### config.mk
export PLATFORM = sky130hd
export DESIGN_NAME = mainlink_framer
export DESIGN_NICKNAME = d
export VERILOG_FILES = /design/src/rtl/mainlink_framer_pkg.sv /design/src/rtl/framer_ctrl.sv /design/src/rtl/framer_dp.sv /design/src/rtl/mainlink_framer.sv
export SDC_FILE = /design/constraint.sdc
export NUM_CORES = 1
export LEC_CHECK = 0
export ABC_CLOCK_PERIOD_IN_PS = 6300
export BUFFER_PORTS_ARGS = -buffer_cell sky130_fd_sc_hd__buf_2
export CORE_UTILIZATION = 50
export DETAILED_ROUTE_END_ITERATION = 7
export PLACE_DENSITY = 0.8
export SLEW_MARGIN = 20
export SYNTH_ARGS = -nofsm -noshare
export SYNTH_HDL_FRONTEND = slang
export SYNTH_HIERARCHICAL = 1
export SYNTH_SLANG_ARGS = --single-unit
### constraint.sdc
create_clock -name clk -period 6.3 [get_ports clk]
set_clock_uncertainty 0.15 [all_clocks]
set_input_delay 0.63 -clock clk [delete_from_list [all_inputs] [get_ports clk]]
set_output_delay 0.63 -clock clk [all_outputs]
set_load 0.05 [all_outputs]
### src/rtl/mainlink_framer_pkg.sv
package mainlink_framer_pkg;
  localparam logic [7:0] SYM_BS = 8'hBC;
  localparam logic [7:0] SYM_BE = 8'hFB;
  localparam logic [7:0] SYM_SR = 8'h1C;
  localparam logic [7:0] SYM_FS = 8'hFE;
  localparam logic [7:0] SYM_FE = 8'hF7;

  localparam int TU_CYC      = 27;  // 54 symbols per transfer unit
  localparam int TU_DATA_CYC = 12;  // 24 pixel symbols
  localparam int GRP_CYC     = 7;   // start symbol + 12 group symbols + pad

  typedef enum logic [3:0] {
    SL_ZERO, SL_PIX, SL_FS, SL_FE, SL_BE,
    SL_G0, SL_G1, SL_G2, SL_G3, SL_G4, SL_G5, SL_G6
  } slot_e;

  typedef struct packed {
    slot_e      slot;
    logic [1:0] pixPh;
    logic       useSr;
    logic       vblank;
    logic       noVideo;
  } strobe_t;
endpackage

### src/rtl/framer_ctrl.sv
module framer_ctrl
  import mainlink_framer_pkg::*;
#(
  parameter int H_ACT_PIX   = 800,
  parameter int H_TOTAL_CYC = 3564,
  parameter int V_ACTIVE    = 600,
  parameter int V_TOTAL     = 628,
  parameter int IDLE_CYC    = 65536,
  parameter int IDLE_BS_CYC = 4096
) (
  input  logic    clk,
  input  logic    rstN,
  input  logic    linkReady,
  output strobe_t stb,
  output logic    pairReq
);
  localparam int ACT_CYC = H_ACT_PIX / 8 * TU_CYC;
  localparam int HW = $clog2(H_TOTAL_CYC);
  localparam int VW = $clog2(V_TOTAL);
  localparam int IW = $clog2(IDLE_CYC + 1);
  localparam int PW = $clog2(IDLE_BS_CYC);
  localparam logic [HW-1:0] H_LAST    = HW'(H_TOTAL_CYC - 1);
  localparam logic [HW-1:0] ACT_V     = HW'(ACT_CYC);
  localparam logic [HW-1:0] GRP_H     = HW'(GRP_CYC);
  localparam logic [VW-1:0] V_LAST    = VW'(V_TOTAL - 1);
  localparam logic [VW-1:0] V_ACT_V   = VW'(V_ACTIVE);
  localparam logic [VW-1:0] V_ACTM1   = VW'(V_ACTIVE - 1);
  localparam logic [IW-1:0] IDLE_DONE = IW'(IDLE_CYC);
  localparam logic [PW-1:0] P_LAST    = PW'(IDLE_BS_CYC - 1);
  localparam logic [PW-1:0] GRP_P     = PW'(GRP_CYC);

  logic          videoMode;
  logic [IW-1:0] idleElapsed;
  logic [PW-1:0] idlePos;
  logic [HW-1:0] hCnt, grpOff;
  logic [VW-1:0] vCnt;
  logic [4:0]    tuCyc;
  logic [1:0]    pixPh;
  logic [8:0]    srCnt;
  logic          idleDone, lineActive, nextLineActive, startVideo;

  function automatic slot_e grpSlot(input logic [2:0] pos);
    case (pos)
      3'd0:    return SL_G0;
      3'd1:    return SL_G1;
      3'd2:    return SL_G2;
      3'd3:    return SL_G3;
      3'd4:    return SL_G4;
      3'd5:    return SL_G5;
      default: return SL_G6;
    endcase
  endfunction

  assign idleDone       = (idleElapsed == IDLE_DONE);
  assign lineActive     = (vCnt < V_ACT_V) && (hCnt < ACT_V);
  assign nextLineActive = (vCnt == V_LAST) || (vCnt < V_ACTM1);
  assign grpOff         = hCnt - ACT_V;
  assign startVideo     = !videoMode && linkReady && idleDone && (idlePos >= GRP_P);

  always_comb begin
    stb.slot    = SL_ZERO;
    stb.pixPh   = pixPh;
    stb.useSr   = (srCnt == 9'd0);
    stb.vblank  = 1'b1;
    stb.noVideo = !videoMode;
    if (!videoMode) begin
      if (idlePos < GRP_P) stb.slot = grpSlot(3'(idlePos));
    end else begin
      stb.vblank = (vCnt >= V_ACTM1);
      if (lineActive) begin
        if (tuCyc < 5'(TU_DATA_CYC))      stb.slot = SL_PIX;
        else if (tuCyc == 5'(TU_DATA_CYC)) stb.slot = SL_FS;
        else if (tuCyc == 5'(TU_CYC - 1))  stb.slot = SL_FE;
      end else if (grpOff < GRP_H) begin
        stb.slot = grpSlot(3'(grpOff));
      end else if (hCnt == H_LAST && nextLineActive) begin
        stb.slot = SL_BE;
      end
    end
  end

  assign pairReq = videoMode && (stb.slot == SL_PIX) && (pixPh == 2'd0);

  always_ff @(posedge clk) begin
    if (!rstN) begin
      videoMode   <= 1'b0;
      idleElapsed <= '0;
      idlePos     <= '0;
      hCnt        <= '0;
      vCnt        <= '0;
      tuCyc       <= '0;
      pixPh       <= '0;
      srCnt       <= '0;
    end else begin
      if (!linkReady)     idleElapsed <= '0;
      else if (!idleDone) idleElapsed <= idleElapsed + 1'b1;
      idlePos <= (idlePos == P_LAST) ? '0 : idlePos + 1'b1;
      if (stb.slot == SL_G0) srCnt <= srCnt + 9'd1;
      if (!linkReady) begin
        videoMode <= 1'b0;
      end else if (startVideo) begin
        videoMode <= 1'b1;
        hCnt      <= '0;
        vCnt      <= V_ACT_V;
        tuCyc     <= '0;
        pixPh     <= '0;
      end else if (videoMode) begin
        if (hCnt == H_LAST) begin
          hCnt <= '0;
          vCnt <= (vCnt == V_LAST) ? '0 : vCnt + 1'b1;
        end else begin
          hCnt <= hCnt + 1'b1;
        end
        if (lineActive) tuCyc <= (tuCyc == 5'(TU_CYC - 1)) ? 5'd0 : tuCyc + 5'd1;
        else            tuCyc <= '0;
        if (stb.slot == SL_PIX) pixPh <= (pixPh == 2'd2) ? 2'd0 : pixPh + 2'd1;
        else                    pixPh <= '0;
      end
    end
  end


  idle_len_chk: assert property (@(posedge clk) disable iff (!rstN)
    $rose(videoMode) |-> ($past(idleDone) && $past(linkReady)));


  pair_rate_chk: assert property (@(posedge clk) disable iff (!rstN)
    pairReq |-> !$past(pairReq));


  drop_exit_chk: assert property (@(posedge clk) disable iff (!rstN)
    !linkReady |=> (!videoMode && !pairReq));
endmodule

### src/rtl/framer_dp.sv
module framer_dp
  import mainlink_framer_pkg::*;
#(
  parameter logic [7:0] MVID_VAL = 8'h04
) (
  input  logic        clk,
  input  logic        rstN,
  input  strobe_t     stb,
  input  logic [47:0] pairData,
  output logic [15:0] symOut,
  output logic [1:0]  kOut
);
  logic [47:0] pairHold, pairNow;
  logic [7:0]  vbid, mvid, lo, hi;
  logic        kLo, kHi, takePair;

  assign takePair = (stb.slot == SL_PIX) && (stb.pixPh == 2'd0);
  assign pairNow  = takePair ? pairData : pairHold;
  assign vbid     = {4'b0, stb.noVideo, 2'b0, stb.vblank};
  assign mvid     = stb.noVideo ? 8'h00 : MVID_VAL;

  always_comb begin
    lo = 8'h00; hi = 8'h00; kLo = 1'b0; kHi = 1'b0;
    case (stb.slot)
      SL_PIX: begin
        case (stb.pixPh)
          2'd0:    begin lo = pairNow[23:16]; hi = pairNow[15:8];  end
          2'd1:    begin lo = pairNow[7:0];   hi = pairNow[47:40]; end
          default: begin lo = pairNow[39:32]; hi = pairNow[31:24]; end
        endcase
      end
      SL_FS:        begin lo = SYM_FS; kLo = 1'b1; end
      SL_FE:        begin hi = SYM_FE; kHi = 1'b1; end
      SL_BE:        begin hi = SYM_BE; kHi = 1'b1; end
      SL_G0:        begin lo = stb.useSr ? SYM_SR : SYM_BS; kLo = 1'b1; hi = vbid; end
      SL_G1, SL_G4: begin lo = mvid; hi = 8'h00; end
      SL_G2, SL_G5: begin lo = vbid; hi = mvid;  end
      SL_G3:        begin lo = 8'h00; hi = vbid; end
      SL_G6:        begin lo = 8'h00; hi = 8'h00; end
      default:      ;
    endcase
  end

  always_ff @(posedge clk) begin
    if (!rstN) begin
      pairHold <= '0;
      symOut   <= '0;
      kOut     <= '0;
    end else begin
      if (takePair) pairHold <= pairData;
      symOut <= {hi, lo};
      kOut   <= {kHi, kLo};
    end
  end


  grp_follow_chk: assert property (@(posedge clk) disable iff (!rstN)
    (kOut[0] && (symOut[7:0] == SYM_BS || symOut[7:0] == SYM_SR)) |=> (kOut == 2'b00));


  fill_zero_chk: assert property (@(posedge clk) disable iff (!rstN)
    (kOut[0] && symOut[7:0] == SYM_FS) |=> (kOut == 2'b00 && symOut == 16'h0000));


  be_then_pix_chk: assert property (@(posedge clk) disable iff (!rstN)
    (kOut[1] && symOut[15:8] == SYM_BE) |=> (kOut == 2'b00));
endmodule

### src/rtl/mainlink_framer.sv
module mainlink_framer
  import mainlink_framer_pkg::*;
#(
  parameter int         H_ACT_PIX   = 800,
  parameter int         H_TOTAL_CYC = 3564,
  parameter int         V_ACTIVE    = 600,
  parameter int         V_TOTAL     = 628,
  parameter int         IDLE_CYC    = 65536,
  parameter int         IDLE_BS_CYC = 4096,
  parameter logic [7:0] MVID_VAL    = 8'h04
) (
  input  logic        clk,
  input  logic        rstN,
  input  logic        linkReady,
  input  logic [47:0] pairData,
  output logic        pairReq,
  output logic [15:0] symOut,
  output logic [1:0]  kOut
);
  strobe_t stb;

  framer_ctrl #(
    .H_ACT_PIX(H_ACT_PIX), .H_TOTAL_CYC(H_TOTAL_CYC), .V_ACTIVE(V_ACTIVE),
    .V_TOTAL(V_TOTAL), .IDLE_CYC(IDLE_CYC), .IDLE_BS_CYC(IDLE_BS_CYC)
  ) u_ctrl (
    .clk(clk), .rstN(rstN), .linkReady(linkReady), .stb(stb), .pairReq(pairReq)
  );

  framer_dp #(.MVID_VAL(MVID_VAL)) u_dp (
    .clk(clk), .rstN(rstN), .stb(stb), .pairData(pairData),
    .symOut(symOut), .kOut(kOut)
  );
endmodule

==> impl_results.md, run 1 <==
- Clock Tree Buf Depth: 2
- Synthesis Warnings: 6
- Async SR Flop Fraction: 0
- Clock root cell: clkbuf_16
- Post-route antenna net violation count: 0
- Final count of pins violating max slew: 0
- Yosys reg bits: 118
- Gpl congestion: 0.8695
- Cell Area, Synth: 0.006186 mm2
- Design area: 0.007077 mm2
- Crit-path slowest cell: dfxtp_1
- Gr usage total: 0.2212
- Setup bufs post-CTS: 0
- Cell depth of the worst hold path: 3
- FF-to-FF setup slack: 2460 ps
- Hold Path Class: in -> reg
- Synthesized Nets: 815
- Area of the multi-input gates: 0.003495 mm2
- Switch share: 0.2681
- CP max stage delay: 500 ps
- First-pass GRT wire length: 22510 um
- Share of layout cells above drive strength 1: 0.1716
- Vias/cell: 5.550
- Slew headroom: 0.3087
- Core area: 0.01201 mm2
- Reg2Reg Capture Point: u_dp/pairHold[40]$_SDFF_PN0_
- Post-route DRC: 0
- Total Negative Setup Slacks: 0 ps
- Vias in the first global route: 4714
- Clock sinks: 118
- DP Wirelength: 9424 um
- Peak Freq: 251.2 MHz
- Flop pwr share: 0.406
- Die height: 113.2 um
- Final worst-path cycle share: 0.6320
- Final setup vio count: 0
- Required time of the critical path: 5520 ps
- Cells after DPL: 925
- Max Cap Viol: 0
- Power per standard cell area: 275.3 mW/mm2
- Combinational share of power: 0.126
- Dpl ws: 2480 ps
- Top cell type's share of synthesized area: 0.3819
- Starting Density: 0.5150
- Seq. cell area: 0.002362 mm2
- Synth cell count leaders: dfxtp_1 (118), nand2_1 (108), nor2_1 (81), a21oi_1 (42), o21ai_0 (31)
- Grt ovf: 0
- Hold EP: u_dp/pairHold[30]$_SDFF_PN0_
- Area Overhead vs Synth: 14.40%
- Most numerous cell in the Yosys netlist: dfxtp_1
- Hold buffers post-CTS: 0
- RSZ-0062 raised after global routing: no
- FF-to-FF path depth: 10
- Crit path DAT: 3200 ps
- Top post-synthesis cells by area: dfxtp_1 (38%), nand2_1 (6.6%), nor2_1 (4.9%)
- PnR worst setup slack: 2318 ps
- DRT Pass-1 Iters: 5
- CP max FO: 14
- Crit path kind: reg -> out
- Final Instance Count excl. Fillers: 957
- Reg2reg start: u_ctrl/idlePos[0]$_SDFF_PP0_
- Vias: 5311
- I/O pin cnt: 70
- DR WL/cell: 14.18 um
- Mean Syn Cell Area: 8.326 um2
- Total Wirelength: 13570 um
- Fillers: 1065
- Seq/Total Area, Yosys: 0.3819
- Row cnt: 40
- Post-layout min period: 3982 ps
- CP Launch Type: flip-flop
- Hold_sp: pairData[30]
- Status: finished clean
- Final hold viol count: 0
- Clk Latency, worst-skew pair: 420 ps
- Antenna violations before repair: 0
- Clock share of power: 0.469
- Largest net degree at the start of global routing: 53
- Internal: 1.426 mW
- Peak supply drop: 0.1868 mV
- Fin util: 0.5892
- Resize count post-CTS: 0
- H-tree levels: 4
- Post-synth EDFFs: 0
- CTS tree: done
- CTS Buf Count: 17
- Post-synthesis cell type count: 77
- Die Footprint: 0.01282 mm2
- Final net count: 869
- IO Port Bufs: 69
- Worst-path clk slew: 60 ps
- Switching Power: 0.5223 mW
- Post-DP Area: 0.006506 mm2
- Width of the chip: 113.2 um
- P_leak: 2.660 nW
- Primary FF master, synth: dfxtp_1
- CP Capture Type: output pin
- DR iter-0 viols: 321
- Gate Count Post-Synth: 743
- Yosys top cell by area: dfxtp_1
- CP Cell Sequence: inv_1 -> ha_1 -> a21oi_1 -> nand2_1 -> nor4_4 -> a211o_2 -> nand3_1 -> nor4_1 -> buf_2
- Worst-Margin Slew: 1036 ps
- ANT cells: 0
## final cells by class
| type | count | area share |
|---|---|---|
| Timing Repair Buffer | 69 | 0.04880 |
| Tap cell | 147 | 0.02599 |
| Clock buffer | 21 | 0.06648 |
| Multi-Input combinational cell | 559 | 0.4938 |
| Sequential cell | 118 | 0.3338 |
| Clock inverter | 11 | 0.01414 |
| Inverter | 32 | 0.01697 |
## critical path, delay by kind of cell (launching register included)
kind,cells,cell delay (ps)
AO/OA/AOI/OAI,2,460
adder cells (fa/ha/maj),1,300
buffers and inverters,2,470
flip-flops,1,500
AND/OR/NAND/NOR,4,1060
## layout by cell type, fill, tap and decap left out, drive strengths merged, types with 3 or more instances in the layout
cell	count
nor2	81
a211oi	4
a21oi	42
or4	6
xor2	18
clkinv	8
nor3b	3
ha	21
and2	7
a22oi	3
dfxtp	118
inv	32
o31a	3
or3	10
a2111oi	3
xnor2	17
nand3	30
o31ai	5
nor4b	3
nor3	11
or2b	3
nor2b	10
or2	3
a31oi	3
buf	69
nand2	109
nor4	10
o211ai	4
o22ai	3
nand4	14
a21boi	35
clkbuf	21
mux2i	16
nand2b	5
and3	11
and4	4
o21ai	37
## kinds of logic after synthesis
kind of cell               synth area share
xor gates and xnor gates            0.04955
buffers and inverters               0.05319
adders and majority gates           0.04248
and+or+nand+nor                      0.2700
DFF                                  0.3819
AOI/OAI and AO/OA                    0.1752
muxes                               0.02771
## per-stage QoR
stage	hold WS [ps]	power [mW]
final	301.9	1.948
after global routing	301.1	2.024
after CTS	292.0	1.959
after detailed placement	308.2	1.048
after global placement	302.2	1.044
after floorplan	290.0	0.9979
## worst max path at each step
stage	start	end	slack (ps)	depth (start not counted)
after detailed placement	u_ctrl/hCnt[2]$_SDFFE_PN0P_	u_dp/pairHold[34]$_SDFF_PN0_	2480	10
after global routing	u_ctrl/hCnt[2]$_SDFFE_PN0P_	u_dp/pairHold[40]$_SDFF_PN0_	2040	10
after CTS	u_ctrl/hCnt[2]$_SDFFE_PN0P_	pairReq	2260	9
after floorplan	u_ctrl/hCnt[2]$_SDFFE_PN0P_	pairReq	2370	9
after global placement	u_ctrl/hCnt[2]$_SDFFE_PN0P_	u_dp/pairHold[29]$_SDFF_PN0_	2630	10
final	u_ctrl/hCnt[2]$_SDFFE_PN0P_	pairReq	2320	9
## registers in the layout, summed over array words and instances (netlist names)
| register | count |
|---|---|
| u_ctrl/hCnt | 12 |
| u_dp/symOut | 16 |
| u_dp/pairHold | 32 |
| u_ctrl/idlePos | 12 |
| u_ctrl/videoMode | 1 |
| u_ctrl/idleElapsed | 17 |
| u_ctrl/srCnt | 9 |
| u_ctrl/pixPh | 2 |
| u_ctrl/tuCyc | 5 |
| u_ctrl/vCnt | 10 |
| u_dp/kOut | 2 |
## layer usage
metal | up-vias | share of wire | track usage
li1 | 2693 | - | -
met1 | 2493 | 0.48 | 0.2983
met2 | 110 | 0.46 | 0.3419
met3 | 15 | 0.045 | 0.05410
met4 | 0 | 0.013 | 0.08333
met5 | - | 0 | 0
## power by group through the flow
stage	logic, mW	clock network [mW]	registers [mW]
final	0.245	0.913	0.790
after global routing	0.267	0.965	0.793
after CTS	0.244	0.925	0.790
after detailed placement	0.243	0	0.806
after global placement	0.239	0	0.805
after floorplan	0.151	0	0.847
Note: power is estimated with default switching activity, not from simulation.
==> run 2: changes to the inputs <==
- ABC_CLOCK_PERIOD_IN_PS: 6300 -> 3800
- clock period: 6.3 -> 3.8 ns (I/O delays scaled with it)
==> impl_results.md, run 2 (same netlist as run 1, synthesis figures left out) <==
- DR WL/cell: 14.76 um
- Clk Latency, worst-skew pair: 420 ps
- Post-route antenna net violation count: 0
- Hold Path Class: in -> reg
- Final net count: 875
- Gpl congestion: 0.8534
- Clock root cell: clkbuf_16
- Post-DP Area: 0.006551 mm2
- Peak Freq: 287.2 MHz
- First-pass GRT wire length: 23720 um
- Width of the chip: 113.2 um
- I/O pin cnt: 70
- ANT cells: 0
- Most frequent cells in the layout: dfxtp_1 (118), nand2_1 (108), nor2_1 (81)
- Post-route DRC: 0
- Grt ovf: 0
- Final Instance Count excl. Fillers: 963
- Hold buffers post-CTS: 0
- Total Wirelength: 14210 um
- Top flop regs: u_dp/pairHold x32, u_ctrl/idleElapsed x17, u_dp/symOut x16
- Clock sinks: 118
- RSZ-0062 raised after global routing: no
- Vias: 5373
- CP Capture Type: output pin
- CP max FO: 14
- Core area: 0.01201 mm2
- CP Launch Type: flip-flop
- DRT Pass-1 Iters: 5
- Final count of pins violating max slew: 0
- Final setup vio count: 0
- Final worst-path cycle share: 0.9164
- Cells after DPL: 931
- Die height: 113.2 um
- Max reg flops: 32
- Largest register by flop count: u_dp/pairHold
- Area Overhead vs Synth: 15.78%
- Total Negative Setup Slacks: 0 ps
- Die Footprint: 0.01282 mm2
- Design area: 0.007162 mm2
- Required time of the critical path: 3270 ps
- Crit path kind: reg -> out
- Gr usage total: 0.2325
- Antenna violations before repair: 0
- Status: finished clean
- Worst-path clk slew: 60 ps
- Power per standard cell area: 464.0 mW/mm2
- Most common cell after layout, fill and taps aside: dfxtp_1
- CTS Buf Count: 17
- IO Port Bufs: 69
- Share of layout cells above drive strength 1: 0.1789
- Post-layout min period: 3482 ps
- Starting Density: 0.5150
- Largest net degree at the start of global routing: 48
- Final hold viol count: 0
- Crit path DAT: 2950 ps
- Fin util: 0.5963
- Vias in the first global route: 4981
- P_leak: 2.699 nW
- Slew headroom: 0.2906
- Worst-Margin Slew: 1063 ps
- Setup bufs post-CTS: 0
- DP Wirelength: 9580 um
- Row cnt: 40
- CTS tree: done
- Peak supply drop: 0.3253 mV
- Vias/cell: 5.579
- H-tree levels: 4
- Max Cap Viol: 0
- Clock Tree Buf Depth: 2
- DR iter-0 viols: 397
[run 2: cell types whose count changed in the layout (fill, tap and decap cells not counted)]
cell	previous run	this run
clkbuf_4	0	1
a211o_4	0	1
nor4_1	7	6
clkinv_2	4	3
clkinvlp_4	2	3
clkinv_4	3	2
a211o_2	1	0
buf_2	69	68
nor4_2	1	2
bufinv_16	1	2
buf_4	0	6
[run 2: cell type report]
| type | count | area [um2] |
|---|---|---|
| clock buffers | 21 | 470.5 |
| clock inverters | 11 | 123.9 |
| fillers | 1063 | 4850 |
| inverters | 32 | 120.1 |
| multi-input cells | 559 | 3508 |
| flip-flops and latches | 118 | 2362 |
| well taps | 147 | 183.9 |
| repair buffers | 75 | 392.9 |
[run 2: routing by layer]
layer,vias up,share of wire,GRT usage
li1,2707,-,-
met1,2503,0.48,0.3063
met2,139,0.46,0.3669
met3,24,0.046,0.05999
met4,0,0.016,0.08509
met5,-,0,0
[run 2: repair_timing]
item                                   4_1_cts  5_1_grt
setup endpoints to repair                    0        1
resized for setup                            0        3
endpoints found under the hold margin        0        0
[run 2: path summary, 6_finish.rpt]
kind                                startpoint                           end  slack (ps)  cells after the start
hold / removal                     pairData[6]   u_dp/pairHold[6]$_SDFF_PN0_          50                      3
setup / recovery   u_ctrl/hCnt[2]$_SDFFE_PN0P_                       pairReq         320                      8
hold reg to reg   u_dp/pairHold[33]$_SDFF_PN0_  u_dp/pairHold[33]$_SDFF_PN0_         320                      2
setup reg to reg   u_ctrl/hCnt[2]$_SDFFE_PN0P_  u_ctrl/srCnt[5]$_SDFFE_PN0N_         520                      9
[run 2: through the flow]
stage | total power [mW] | setup WS, ps | hold WS [ps]
after floorplan | 1.654 | 121.1 | 290.0
after global placement | 1.739 | 602.0 | 299.0
after global routing | 3.445 | 86.11 | 51.57
after detailed placement | 1.745 | 533.4 | 307.7
after CTS | 3.334 | 78.45 | 45.81
final | 3.323 | 317.7 | 52.17
[run 2: power by group]
group,total (mW),leakage (nW),switching (mW),internal (mW)
Clock,1.59,0.285,0.577,1.02
Sequential,1.31,0.954,0.0243,1.29
Combinational,0.421,1.46,0.284,0.137
Total,3.32,2.70,0.885,2.44
[run 2: worst max-delay path, cell delays in order (launching register included)]
cell,delay (ps)
dfxtp_1,400
ha_1,320
nor4_2,220
o211ai_1,130
a2111oi_0,500
a211o_4,260
nand3_1,140
nor4_2,250
clkbuf_4,310
